$ cat config.mk
export PLATFORM = sky130hd
export DESIGN_NAME = edf_urgent_sel
export DESIGN_NICKNAME = d
export VERILOG_FILES = /design/src/rtl/edf_pkg.sv /design/src/rtl/edf_lane.sv /design/src/rtl/edf_min_pick.sv /design/src/rtl/edf_urgent_sel.sv
export SDC_FILE = /design/constraint.sdc
export NUM_CORES = 1
export LEC_CHECK = 0
export ABC_AREA = 1
export BUFFER_PORTS_ARGS = -buffer_cell sky130_fd_sc_hd__buf_2
export CAP_MARGIN = 25
export CORE_UTILIZATION = 30
export DETAILED_ROUTE_END_ITERATION = 8
export PLACE_DENSITY = 0.5
export SYNTH_ARGS = -nofsm -noshare
export SYNTH_HDL_FRONTEND = slang
export SYNTH_SLANG_ARGS = --single-unit
$ cat constraint.sdc
create_clock -name clk -period 6.4 [get_ports clk]
set_clock_uncertainty 0.05 [all_clocks]
set_input_delay 0.96 -clock clk [delete_from_list [all_inputs] [get_ports clk]]
set_output_delay 0.96 -clock clk [all_outputs]
set_load 0.02 [all_outputs]
$ cat src/rtl/edf_pkg.sv
package edf_pkg;
  localparam int unsigned DEF_MASTERS = 4;
  localparam int unsigned DEF_CNT_W   = 12;
endpackage

$ cat src/rtl/edf_lane.sv
// One master's deadline tracker: captures a request on its rising level,
// counts down the remaining cycles and flags an expired request.
module edf_lane #(
  parameter int unsigned CNT_W = edf_pkg::DEF_CNT_W
) (
  input  logic             clk,
  input  logic             rst,
  input  logic             req,
  input  logic [CNT_W-1:0] deadline,
  input  logic             done,
  output logic             pend_o,
  output logic [CNT_W-1:0] cnt_o,
  output logic             miss_o
);
  logic             req_q;
  logic             pend_q;
  logic [CNT_W-1:0] cnt_q;
  logic             miss_q;
  logic             new_req;

  assign new_req = req && !req_q;

  always_ff @(posedge clk) begin
    if (rst) begin
      req_q  <= 1'b0;
      pend_q <= 1'b0;
      cnt_q  <= '0;
      miss_q <= 1'b0;
    end else begin
      req_q <= req;
      if (new_req) begin
        cnt_q  <= deadline;
        pend_q <= 1'b1;
        miss_q <= 1'b0;
      end else if (pend_q) begin
        if (done || !req) begin
          pend_q <= 1'b0;
        end else if (cnt_q != '0) begin
          cnt_q <= cnt_q - 1'b1;
        end else begin
          miss_q <= 1'b1;
        end
      end
    end
  end

  assign pend_o = pend_q;
  assign cnt_o  = cnt_q;
  assign miss_o = miss_q;
endmodule

$ cat src/rtl/edf_min_pick.sv
// Finds the qualifying master with the smallest remaining time; a later
// index replaces the running best only when strictly smaller, so ties keep
// the lowest index.
module edf_min_pick #(
  parameter int unsigned N_MASTERS = edf_pkg::DEF_MASTERS,
  parameter int unsigned CNT_W     = edf_pkg::DEF_CNT_W
) (
  input  logic [N_MASTERS-1:0]       elig,
  input  logic [N_MASTERS*CNT_W-1:0] cnt_flat,
  output logic                       found_o,
  output logic [N_MASTERS-1:0]       onehot_o
);
  localparam int unsigned IDX_W = (N_MASTERS > 1) ? $clog2(N_MASTERS) : 1;

  logic [N_MASTERS:0] c_found;
  logic [CNT_W-1:0]   c_val [N_MASTERS+1];
  logic [IDX_W-1:0]   c_idx [N_MASTERS+1];

  assign c_found[0] = 1'b0;
  assign c_val[0]   = '0;
  assign c_idx[0]   = '0;

  for (genvar i = 0; i < N_MASTERS; i++) begin : g_stage
    logic [CNT_W-1:0] val;
    logic             take;
    assign val  = cnt_flat[i*CNT_W +: CNT_W];
    assign take = elig[i] && (!c_found[i] || (val < c_val[i]));
    assign c_found[i+1] = c_found[i] | elig[i];
    assign c_val[i+1]   = take ? val : c_val[i];
    assign c_idx[i+1]   = take ? IDX_W'(i) : c_idx[i];
  end

  for (genvar i = 0; i < N_MASTERS; i++) begin : g_dec
    assign onehot_o[i] = c_found[N_MASTERS] && (c_idx[N_MASTERS] == IDX_W'(i));
  end

  assign found_o = c_found[N_MASTERS];
endmodule

$ cat src/rtl/edf_urgent_sel.sv
module edf_urgent_sel #(
  parameter int unsigned N_MASTERS = edf_pkg::DEF_MASTERS,
  parameter int unsigned CNT_W     = edf_pkg::DEF_CNT_W
) (
  input  logic                       clk,
  input  logic                       rst,
  input  logic [N_MASTERS-1:0]       req_i,
  input  logic [N_MASTERS*CNT_W-1:0] deadline_i,
  input  logic [CNT_W-1:0]           warn_i,
  input  logic [N_MASTERS-1:0]       done_i,
  input  logic                       slot_i,
  output logic [N_MASTERS-1:0]       urg_grant_o,
  output logic                       urg_valid_o,
  output logic [N_MASTERS-1:0]       miss_o
);
  logic [N_MASTERS-1:0]       pend;
  logic [N_MASTERS-1:0]       elig;
  logic [N_MASTERS*CNT_W-1:0] cnt_flat;
  logic                       pick_found;
  logic [N_MASTERS-1:0]       pick_onehot;
  logic [N_MASTERS-1:0]       grant_q;
  logic                       valid_q;

  for (genvar i = 0; i < N_MASTERS; i++) begin : g_lane
    edf_lane #(.CNT_W(CNT_W)) u_lane (
      .clk      (clk),
      .rst      (rst),
      .req      (req_i[i]),
      .deadline (deadline_i[i*CNT_W +: CNT_W]),
      .done     (done_i[i]),
      .pend_o   (pend[i]),
      .cnt_o    (cnt_flat[i*CNT_W +: CNT_W]),
      .miss_o   (miss_o[i])
    );
    assign elig[i] = pend[i] && (cnt_flat[i*CNT_W +: CNT_W] <= warn_i);
  end

  edf_min_pick #(.N_MASTERS(N_MASTERS), .CNT_W(CNT_W)) u_pick (
    .elig     (elig),
    .cnt_flat (cnt_flat),
    .found_o  (pick_found),
    .onehot_o (pick_onehot)
  );

  always_ff @(posedge clk) begin
    if (rst) begin
      grant_q <= '0;
      valid_q <= 1'b0;
    end else if (slot_i) begin
      grant_q <= pick_onehot;
      valid_q <= pick_found;
    end else begin
      grant_q <= '0;
      valid_q <= 1'b0;
    end
  end

  assign urg_grant_o = grant_q;
  assign urg_valid_o = valid_q;
endmodule

==> flow_summary.toml, run 1 <==
[routing]
post_drt_via_cell_ratio = 4.83
ant_nets = 0
first_pass_iters = 7
wirelength_um = 16700
drc_errors = 10
drtIter0Drc = 269
wire_per_inst_um = 14.5
vias = 5543

[die]
fp.dieArea_um2 = 19100
rows = 49
io_pins = 80
die_x_um = 138
initial_utilization_pct = 30.7
core_area_um2 = 18100
die_h_um = 138

[synth]
synth_top_area_share_pct = 23.4
ys_warn_count = 0
syn_nets = 986
synth_ff_type = "dfxtp_1"
synthCells = 830
synth_edf_count = 0
synth_top_area_cell = "dfxtp_1"
avgSynthCellArea_um2 = 6.70
synth_seq_cells = 65
syn_area_um2 = 5560
seq_area_frac_synth_pct = 23.4
synthTopCellsByArea = "dfxtp_1 23%, ha_1 19%, nand2_1 13%, inv_1 5.9%, a21oi_1 5.9%"
ys_types = 34
yosysMostFrequentCell = "nand2_1"
synth_commonest_cells = "189 x nand2_1, 87 x inv_1, 86 x nor2_1, 85 x ha_1"
postSynth.asyncResetShare_pct = 0

[sta]
hold_viol = 0
maxSlewHeadroom_pct = 36.0
setup_violations = 0
whs_ns = 0.417
finalCriticalPeriod_ns = 5.83
tightest_slew_ns = 0.956
fmax_mhz = 171
drv_slew = 0
period_share_pct = 91.1

[final_layout]
diodes = 0
area_growth_pct = 18.9
nets = 1070
finalNonFillerCells = 1147
layout-drive-gt1-share_pct = 15.8
nFillCells = 1965

[clocking]
cts_buffers = 9
postCtsHoldBufs = 0
cts-root-buf = "clkbuf_16"
cts_htree_levels = 3
clk_latency_ns = 0.34
clkTransAtPathRegs_ns = 0.06
cts_buffer_depth = 2
cts_tree = "built"
cts.sinks = 65

[power]
ir_drop_mv = 0.133
pwr-share-comb_pct = 31.8
p_per_area_nw_per_um2 = 223
power_frac_seq_pct = 33.8
internal_power_uw = 951
p_leak_nw = 3.31
clkPwrFrac_pct = 34.4
switching_power_uw = 521
sw_frac_of_total_pct = 35.4

[worst_setup_path]
path_class = "in -> reg"
r2r_slack_ns = 0.77
cp-end-kind = "register"
reg2reg_from = "g_lane[0].u_lane.cnt_o[11]"
critPathTopFamily = "simple AND/OR/NAND/NOR gates"
cp_slowest_cell = "ha_1"
cp.depth = 41
cp-endpoint = "urg_grant_o[1]"
critPathMostFrequentCell = "nand2_1"
cp_num_buf_inv = 4
critPathMaxStageDelay_ns = 0.32
setup.worst_path.start_class = "input pin"
cp.arrival_ns = 6.02
critPathLaunch = "warn_i[11]"
ff2ff_path_depth = 39
rr_endpoint = "urg_grant_o[1]"
worstPathRequired_ns = 6.58
cp_max_fo = 25

[run]
cap_violations = 0

[placed_design]
port_buffers = 79
dp.cells = 1130
dp_hpwl_um = 13100
routabilityCongestion = 0.863

[global_routing]
grt_start_max_net_pins = 37
grt_pass1_vias = 5135
antenna_found_initial = 0
gr-total-overflow = 0
grt_pass1_wl_um = 26800
grt_usage_pct = 17.8

[status]
violations = "design-rule violations"
status = "finished, violations left"

[worst_hold_path]
hp-class = "reg -> reg"
[flip-flops by register name, indices dropped and copies added (netlist names)]
name and count:
g_lane.u_lane.cnt_o 48, g_lane.u_lane.miss_o 4, g_lane.u_lane.pend_o 4, g_lane.u_lane.req_q 4
urg_grant_o 4, urg_valid_o 1
[what timing repair did]
item	CTS	global route
buffers inserted	0	1
resized for setup	0	11
endpoints found under the setup margin	0	4
[routing by layer]
metal | track usage (%) | wire [um]
met5 | 0 | 0
met4 | 5.80 | 376
met3 | 3.19 | 622
met2 | 29.4 | 7530
met1 | 23.5 | 8140
[cell type report]
class                           instances  area (um2)  area share [%]
Clock buffer                           12         256            3.88
Clock inverter                          3        40.0           0.606
Inverter                               95         359            5.43
Multi-Input combinational cell        646        3830            58.0
Sequential cell                        65        1300            19.7
Tap cell                              229         287            4.34
Timing Repair Buffer                   96         523            7.91
Timing Repair inverter                  1        7.51           0.114
[cell usage in the layout, fill, tap and decap left out, types with 2 or more instances in the layout]
| cell | count |
|---|---|
| o221ai_1 | 3 |
| nand2_1 | 188 |
| inv_2 | 6 |
| buf_4 | 17 |
| o22ai_1 | 2 |
| o2111ai_1 | 3 |
| xor2_1 | 10 |
| xnor2_1 | 10 |
| o21ai_0 | 48 |
| o211ai_1 | 10 |
| dfxtp_1 | 65 |
| clkinv_2 | 2 |
| nand4_1 | 11 |
| nor4_1 | 2 |
| ha_1 | 85 |
| o221a_2 | 3 |
| inv_1 | 87 |
| o31ai_1 | 2 |
| nand2_8 | 2 |
| nand2_2 | 8 |
| a211oi_2 | 2 |
| or2_2 | 8 |
| clkbuf_16 | 9 |
| clkbuf_8 | 2 |
| nor3_1 | 20 |
| a31oi_1 | 18 |
| o21ai_1 | 13 |
| nand3_1 | 27 |
| nor2_1 | 86 |
| buf_2 | 79 |
| a21oi_1 | 65 |
| o21ai_2 | 2 |
| a211oi_1 | 13 |
[cells by family after synthesis]
family / count (synthesis) / share of synthesized area, %
adder cells (fa/ha/maj): 85 / 19.1
buffers and inverters: 119 / 8.30
XOR/XNOR: 20 / 3.15
AO/OA/AOI/OAI: 187 / 19.4
flip-flops: 65 / 23.4
AND/OR/NAND/NOR: 354 / 26.6
[stage by stage]
stage,instance area [um2],worst slack [ns],power (mW),setup TNS (ns),utilization (%)
2_1_floorplan,5560,0.282,0.829,0,-
3_3_place_gp,6260,0.0484,0.965,0,34.6
6_report,6610,0.568,1.47,0,36.5
4_1_cts,6550,0.296,1.48,0,36.2
3_5_place_dp,6260,-0.0697,0.965,-0.185,34.6
5_1_grt,6610,-0.00300,1.58,-0.00300,36.5
[worst min-delay path by stage]
stage / depth (start not counted) / start / endpoint / slack, ns
2_1_floorplan: 2 / g_lane[3].u_lane.miss_o / g_lane[3].u_lane.miss_o / 0.39
3_3_place_gp: 2 / g_lane[3].u_lane.miss_o / g_lane[3].u_lane.miss_o / 0.40
3_5_place_dp: 2 / g_lane[3].u_lane.miss_o / g_lane[3].u_lane.miss_o / 0.41
4_1_cts: 2 / g_lane[3].u_lane.miss_o / g_lane[3].u_lane.miss_o / 0.42
5_1_grt: 2 / g_lane[3].u_lane.miss_o / g_lane[3].u_lane.miss_o / 0.45
6_report: 2 / g_lane[3].u_lane.miss_o / g_lane[3].u_lane.miss_o / 0.42
[worst min-delay path, stage by stage (launching register included)]
cell      delay, ns
dfxtp_1        0.31
inv_1          0.05
a211oi_1       0.06
[power by group through the flow]
stage | clock network [mW] | logic, mW | registers (mW)
after floorplan | 0 | 0.347 | 0.482
after global placement | 0 | 0.458 | 0.507
after detailed placement | 0 | 0.459 | 0.506
after CTS | 0.520 | 0.462 | 0.497
after global routing | 0.532 | 0.546 | 0.503
final | 0.507 | 0.469 | 0.497
Note: power is estimated with default switching activity, not from simulation.
==> run 2: changes to the inputs <==
--- a/config.mk
+++ b/config.mk
@@ -6,7 +6,7 @@
 export NUM_CORES = 1
 export LEC_CHECK = 0
 export ABC_AREA = 1
-export BUFFER_PORTS_ARGS = -buffer_cell sky130_fd_sc_hd__buf_2
+export BUFFER_PORTS_ARGS = -buffer_cell sky130_fd_sc_hd__buf_4
 export CAP_MARGIN = 25
 export CORE_UTILIZATION = 30
 export DETAILED_ROUTE_END_ITERATION = 8
==> flow_summary.toml, run 2 (same netlist as run 1, synthesis figures left out) <==
[worst_setup_path]
worstPathRequired_ns = 6.59
critPathLaunch = "warn_i[3]"
critPathMostFrequentCell = "nand2_1"
cp.arrival_ns = 6.03
ff2ff_path_depth = 36
r2r_slack_ns = 0.81
cp_slowest_cell = "o21ai_0"
rr_endpoint = "urg_grant_o[1]"
critPathMaxStageDelay_ns = 0.40
cp-endpoint = "urg_grant_o[1]"
setup.worst_path.start_class = "input pin"
path_class = "in -> reg"
cp_max_fo = 17
reg2reg_from = "g_lane[0].u_lane.cnt_o[9]"
cp-end-kind = "register"

[clocking]
postCtsHoldBufs = 0
cts.sinks = 65
cts_htree_levels = 3
cts_buffers = 9
cts-root-buf = "clkbuf_16"
cts_tree = "built"
cts_buffer_depth = 2
clkTransAtPathRegs_ns = 0.06
clk_latency_ns = 0.36

[sta]
fmax_mhz = 171
period_share_pct = 91.2
tightest_slew_ns = 0.925
rsz0062_at_grt = "no"
whs_ns = 0.417
hold_viol = 0
finalCriticalPeriod_ns = 5.84
maxSlewHeadroom_pct = 38.1
setup_violations = 0
drv_slew = 0

[final_layout]
largest_reg_flops = 48
nets = 1071
fin_area_um2 = 6770
area_growth_pct = 21.7
layout_common_cells = "189 x nand2_1, 97 x buf_4, 86 x inv_1, 86 x nor2_1, 85 x ha_1"
finalNonFillerCells = 1147
diodes = 0
layout-drive-gt1-share_pct = 15.7
final_util_pct = 37.4
final_common_cell = "nand2_1"

[global_routing]
grt_pass1_vias = 5316
antenna_found_initial = 0
grt_pass1_wl_um = 27700
gr-total-overflow = 0
grt_usage_pct = 18.6
grt_start_max_net_pins = 27

[status]
violations = "design-rule violations"
status = "finished, violations left"

[placed_design]
routabilityCongestion = 0.829
port_buffers = 79
dp_hpwl_um = 13300
place_area_um2 = 6450
dp.cells = 1129

[die]
core_area_um2 = 18100
die_x_um = 138
rows = 49
initial_utilization_pct = 30.7
io_pins = 80
fp.dieArea_um2 = 19100
die_h_um = 138

[routing]
drtIter0Drc = 295
ant_nets = 0
wire_per_inst_um = 14.7
vias = 5563
wl_met1_um = 8280
highest_layer = "met4"
wl_met2_um = 7740
drc_errors = 7
wl_met3_um = 573
wirelength_um = 16900
post_drt_via_cell_ratio = 4.85
first_pass_iters = 7

[power]
p_per_area_nw_per_um2 = 211
ir_drop_mv = 0.133
p_leak_nw = 3.35
total_power_mw = 1.43

[worst_hold_path]
hp-class = "reg -> reg"
holdPathStages = 2

[run]
cap_violations = 0
==> run 2: cell types whose count changed in the layout (fill, tap and decap cells not counted), moves of 2 or more <==
cell / change
buf_4: +80
nand2_2: -2
buf_2: -79
clkbuf_8: -2
nand2_4: +3
==> run 2: report_power, final <==
part / total, mW / internal (mW) / switching [mW]
combinational: 0.480 / 0.207 / 0.273
clock: 0.448 / 0.255 / 0.193
sequential: 0.498 / 0.438 / 0.0609
==> run 2: what timing repair did <==
action	4_1_cts	5_1_grt
gates resized for setup	0	11
endpoints found under the hold margin	0	0
setup endpoints to repair	0	4
setup buffers	0	3
==> run 2: worst max-delay path, delay by kind of cell <==
family | cells | cell delay, ns
buffers and inverters | 3 | 0.31
AO/OA/AOI/OAI | 10 | 1.90
AND/OR/NAND/NOR | 21 | 1.59
adder cells (fa/ha/maj) | 4 | 1.25
==> run 2: routing by layer <==
metal,vias up,GRT usage (%)
li1,2983,-
met2,89,30.7
met5,-,0
met1,2474,24.2
met3,17,3.84
met4,0,5.74
==> run 2: cell type report <==
class / instances / area, um2
flip-flops and latches: 65 / 1300
clock buffers: 10 / 229
well taps: 229 / 287
multi-input cells: 647 / 3830
fillers: 1962 / 11300
repair buffers: 97 / 728
clock inverters: 4 / 22.5
inverters: 95 / 363
==> run 2: through the flow <==
| step | worst slack, ns | setup TNS [ns] |
|---|---|---|
| after global routing | 0.0296 | 0 |
| after global placement | -0.0351 | -0.0821 |
| final | 0.563 | 0 |
| after CTS | 0.187 | 0 |
| after detailed placement | -0.179 | -0.608 |
| after floorplan | 0.282 | 0 |
==> run 2: worst min path at each step <==
stage	slack (ns)	startpoint	to
floorplan	0.39	g_lane[3].u_lane.miss_o	g_lane[3].u_lane.miss_o
global placement	0.41	g_lane[3].u_lane.miss_o	g_lane[3].u_lane.miss_o
detailed placement	0.41	g_lane[3].u_lane.miss_o	g_lane[3].u_lane.miss_o
CTS	0.42	g_lane[3].u_lane.miss_o	g_lane[3].u_lane.miss_o
global route	0.45	g_lane[3].u_lane.miss_o	g_lane[3].u_lane.miss_o
finish	0.42	g_lane[3].u_lane.miss_o	g_lane[3].u_lane.miss_o
==> run 3: changes to the inputs <==
--- a/config.mk
+++ b/config.mk
@@ -10,7 +10,7 @@
 export CAP_MARGIN = 25
 export CORE_UTILIZATION = 30
 export DETAILED_ROUTE_END_ITERATION = 8
-export PLACE_DENSITY = 0.5
+export PLACE_DENSITY = 0.61
 export SYNTH_ARGS = -nofsm -noshare
 export SYNTH_HDL_FRONTEND = slang
 export SYNTH_SLANG_ARGS = --single-unit
==> flow_summary.toml, run 3 (same netlist as run 1, synthesis figures left out) <==
[status]
status = "finished, violations left"
violations = "design-rule violations"

[worst_setup_path]
cp_max_fo = 22
worstPathRequired_ns = 6.59
critPathMaxStageDelay_ns = 0.38
path_class = "in -> reg"
cp.arrival_ns = 6.14
setup.worst_path.start_class = "input pin"
cp_slowest_cell = "ha_1"
cp-end-kind = "register"
critPathMostFrequentCell = "nand2_1"

[global_routing]
gr-total-overflow = 0
grt_pass1_vias = 5432
grt_use_met2_pct = 30.7
antenna_found_initial = 0
grt_start_max_net_pins = 27
met1_usage_pct = 22.8
grt.busiest_layer = "met2"
grt_pass1_wl_um = 27200
grt_usage_pct = 18.1
grt_use_met3_pct = 3.22

[placed_design]
routabilityCongestion = 0.894
dp_hpwl_um = 13100
port_buffers = 79
place_ws_ns = -0.0816

[worst_hold_path]
hp-class = "reg -> reg"

[sta]
hold_viol = 0
fin_ws_ns = 0.451
setup_violations = 0
fmax_mhz = 168
tightest_slew_ns = 0.923
period_share_pct = 92.9
drv_slew = 0
rsz0062_at_grt = "no"
whs_ns = 0.417
finalSetupTns_ns = 0
finalCriticalPeriod_ns = 5.95
maxSlewHeadroom_pct = 38.2

[clocking]
clkTransAtPathRegs_ns = 0.06
clk_latency_ns = 0.35
cts.sinks = 65
cts_tree = "built"
postCtsHoldBufs = 0
cts-root-buf = "clkbuf_16"
cts_buffer_depth = 2
cts_buffers = 9
cts_htree_levels = 3

[final_layout]
diodes = 0
nFillCells = 1920
area_growth_pct = 21.8
multi_input_area_um2 = 3820
regArea_um2 = 1300
nets = 1067
largest_reg_flops = 48
final_util_pct = 37.4
final_common_cell = "nand2_1"
layout_common_cells = "189 x nand2_1, 93 x buf_4, 86 x nor2_1"
layout-drive-gt1-share_pct = 15.4

[routing]
first_pass_iters = 6
wirelength_um = 16600
drtIter0Drc = 315
wire_per_inst_um = 14.5
post_drt_via_cell_ratio = 4.93
ant_nets = 0
drc_errors = 12
vias = 5648

[die]
fp.dieArea_um2 = 19100
io_pins = 80
die_x_um = 138
initial_utilization_pct = 30.7
rows = 49
die_h_um = 138
core_area_um2 = 18100

[power]
clkPwrFrac_pct = 33.8
pwr-share-comb_pct = 32.2
ir_drop_mv = 0.135
internal_power_uw = 954
power_frac_seq_pct = 34.0
switching_power_uw = 521
p_per_area_nw_per_um2 = 218
sw_frac_of_total_pct = 35.3
p_leak_nw = 3.35

[run]
cap_violations = 0
## run 3: stage by stage
step	instances	power, mW	cell area (um2)
2_1_floorplan	830	0.829	5560
3_3_place_gp	1126	0.968	6420
3_5_place_dp	1126	0.975	6420
4_1_cts	1142	1.48	6720
5_1_grt	1145	1.58	6770
6_report	1145	1.48	6770
## run 3: power groups by stage
stage / registers [mW] / clock network (mW) / logic [mW]
floorplan: 0.482 / 0 / 0.347
global placement: 0.509 / 0 / 0.459
detailed placement: 0.509 / 0 / 0.466
CTS: 0.501 / 0.510 / 0.470
global route: 0.506 / 0.525 / 0.549
finish: 0.502 / 0.499 / 0.474
## run 3: area by class of cell
| class | instances | share of cell area (%) |
|---|---|---|
| clock inverters | 3 | 0.591 |
| multi-input cells | 646 | 56.4 |
| clock buffers | 13 | 3.70 |
| repair buffers | 94 | 10.5 |
| inverters | 95 | 5.36 |
| well taps | 229 | 4.23 |
| flip-flops and latches | 65 | 19.2 |
## run 3: worst paths after layout
path         slack (ns)  cells past startpoint                      end                 startpoint
max                0.45                     41           urg_grant_o[1]                 warn_i[11]
max reg2reg        0.79                     38           urg_grant_o[1]  g_lane[0].u_lane.cnt_o[9]
min reg2reg        0.42                      2  g_lane[3].u_lane.miss_o    g_lane[3].u_lane.miss_o
min                0.42                      2  g_lane[3].u_lane.miss_o    g_lane[3].u_lane.miss_o
## run 3: what timing repair did
action / 4_1_cts / 5_1_grt
setup endpoints to repair: 0 / 4
setup buffers: 0 / 2
gates resized for setup: 0 / 12
## run 3: per-layer routing
layer / vias up / wire length (um)
li1: 2973 / -
met1: 2532 / 7850
met2: 121 / 7770
met3: 22 / 675
met4: 0 / 340
met5: - / 0
## run 3: worst max-delay path: cells and delay by family
kind            cells  cell delay [ns]
compound gates      9             1.51
fa+ha+maj           4             1.26
buf+inv             5             0.57
simple gates       23             1.82
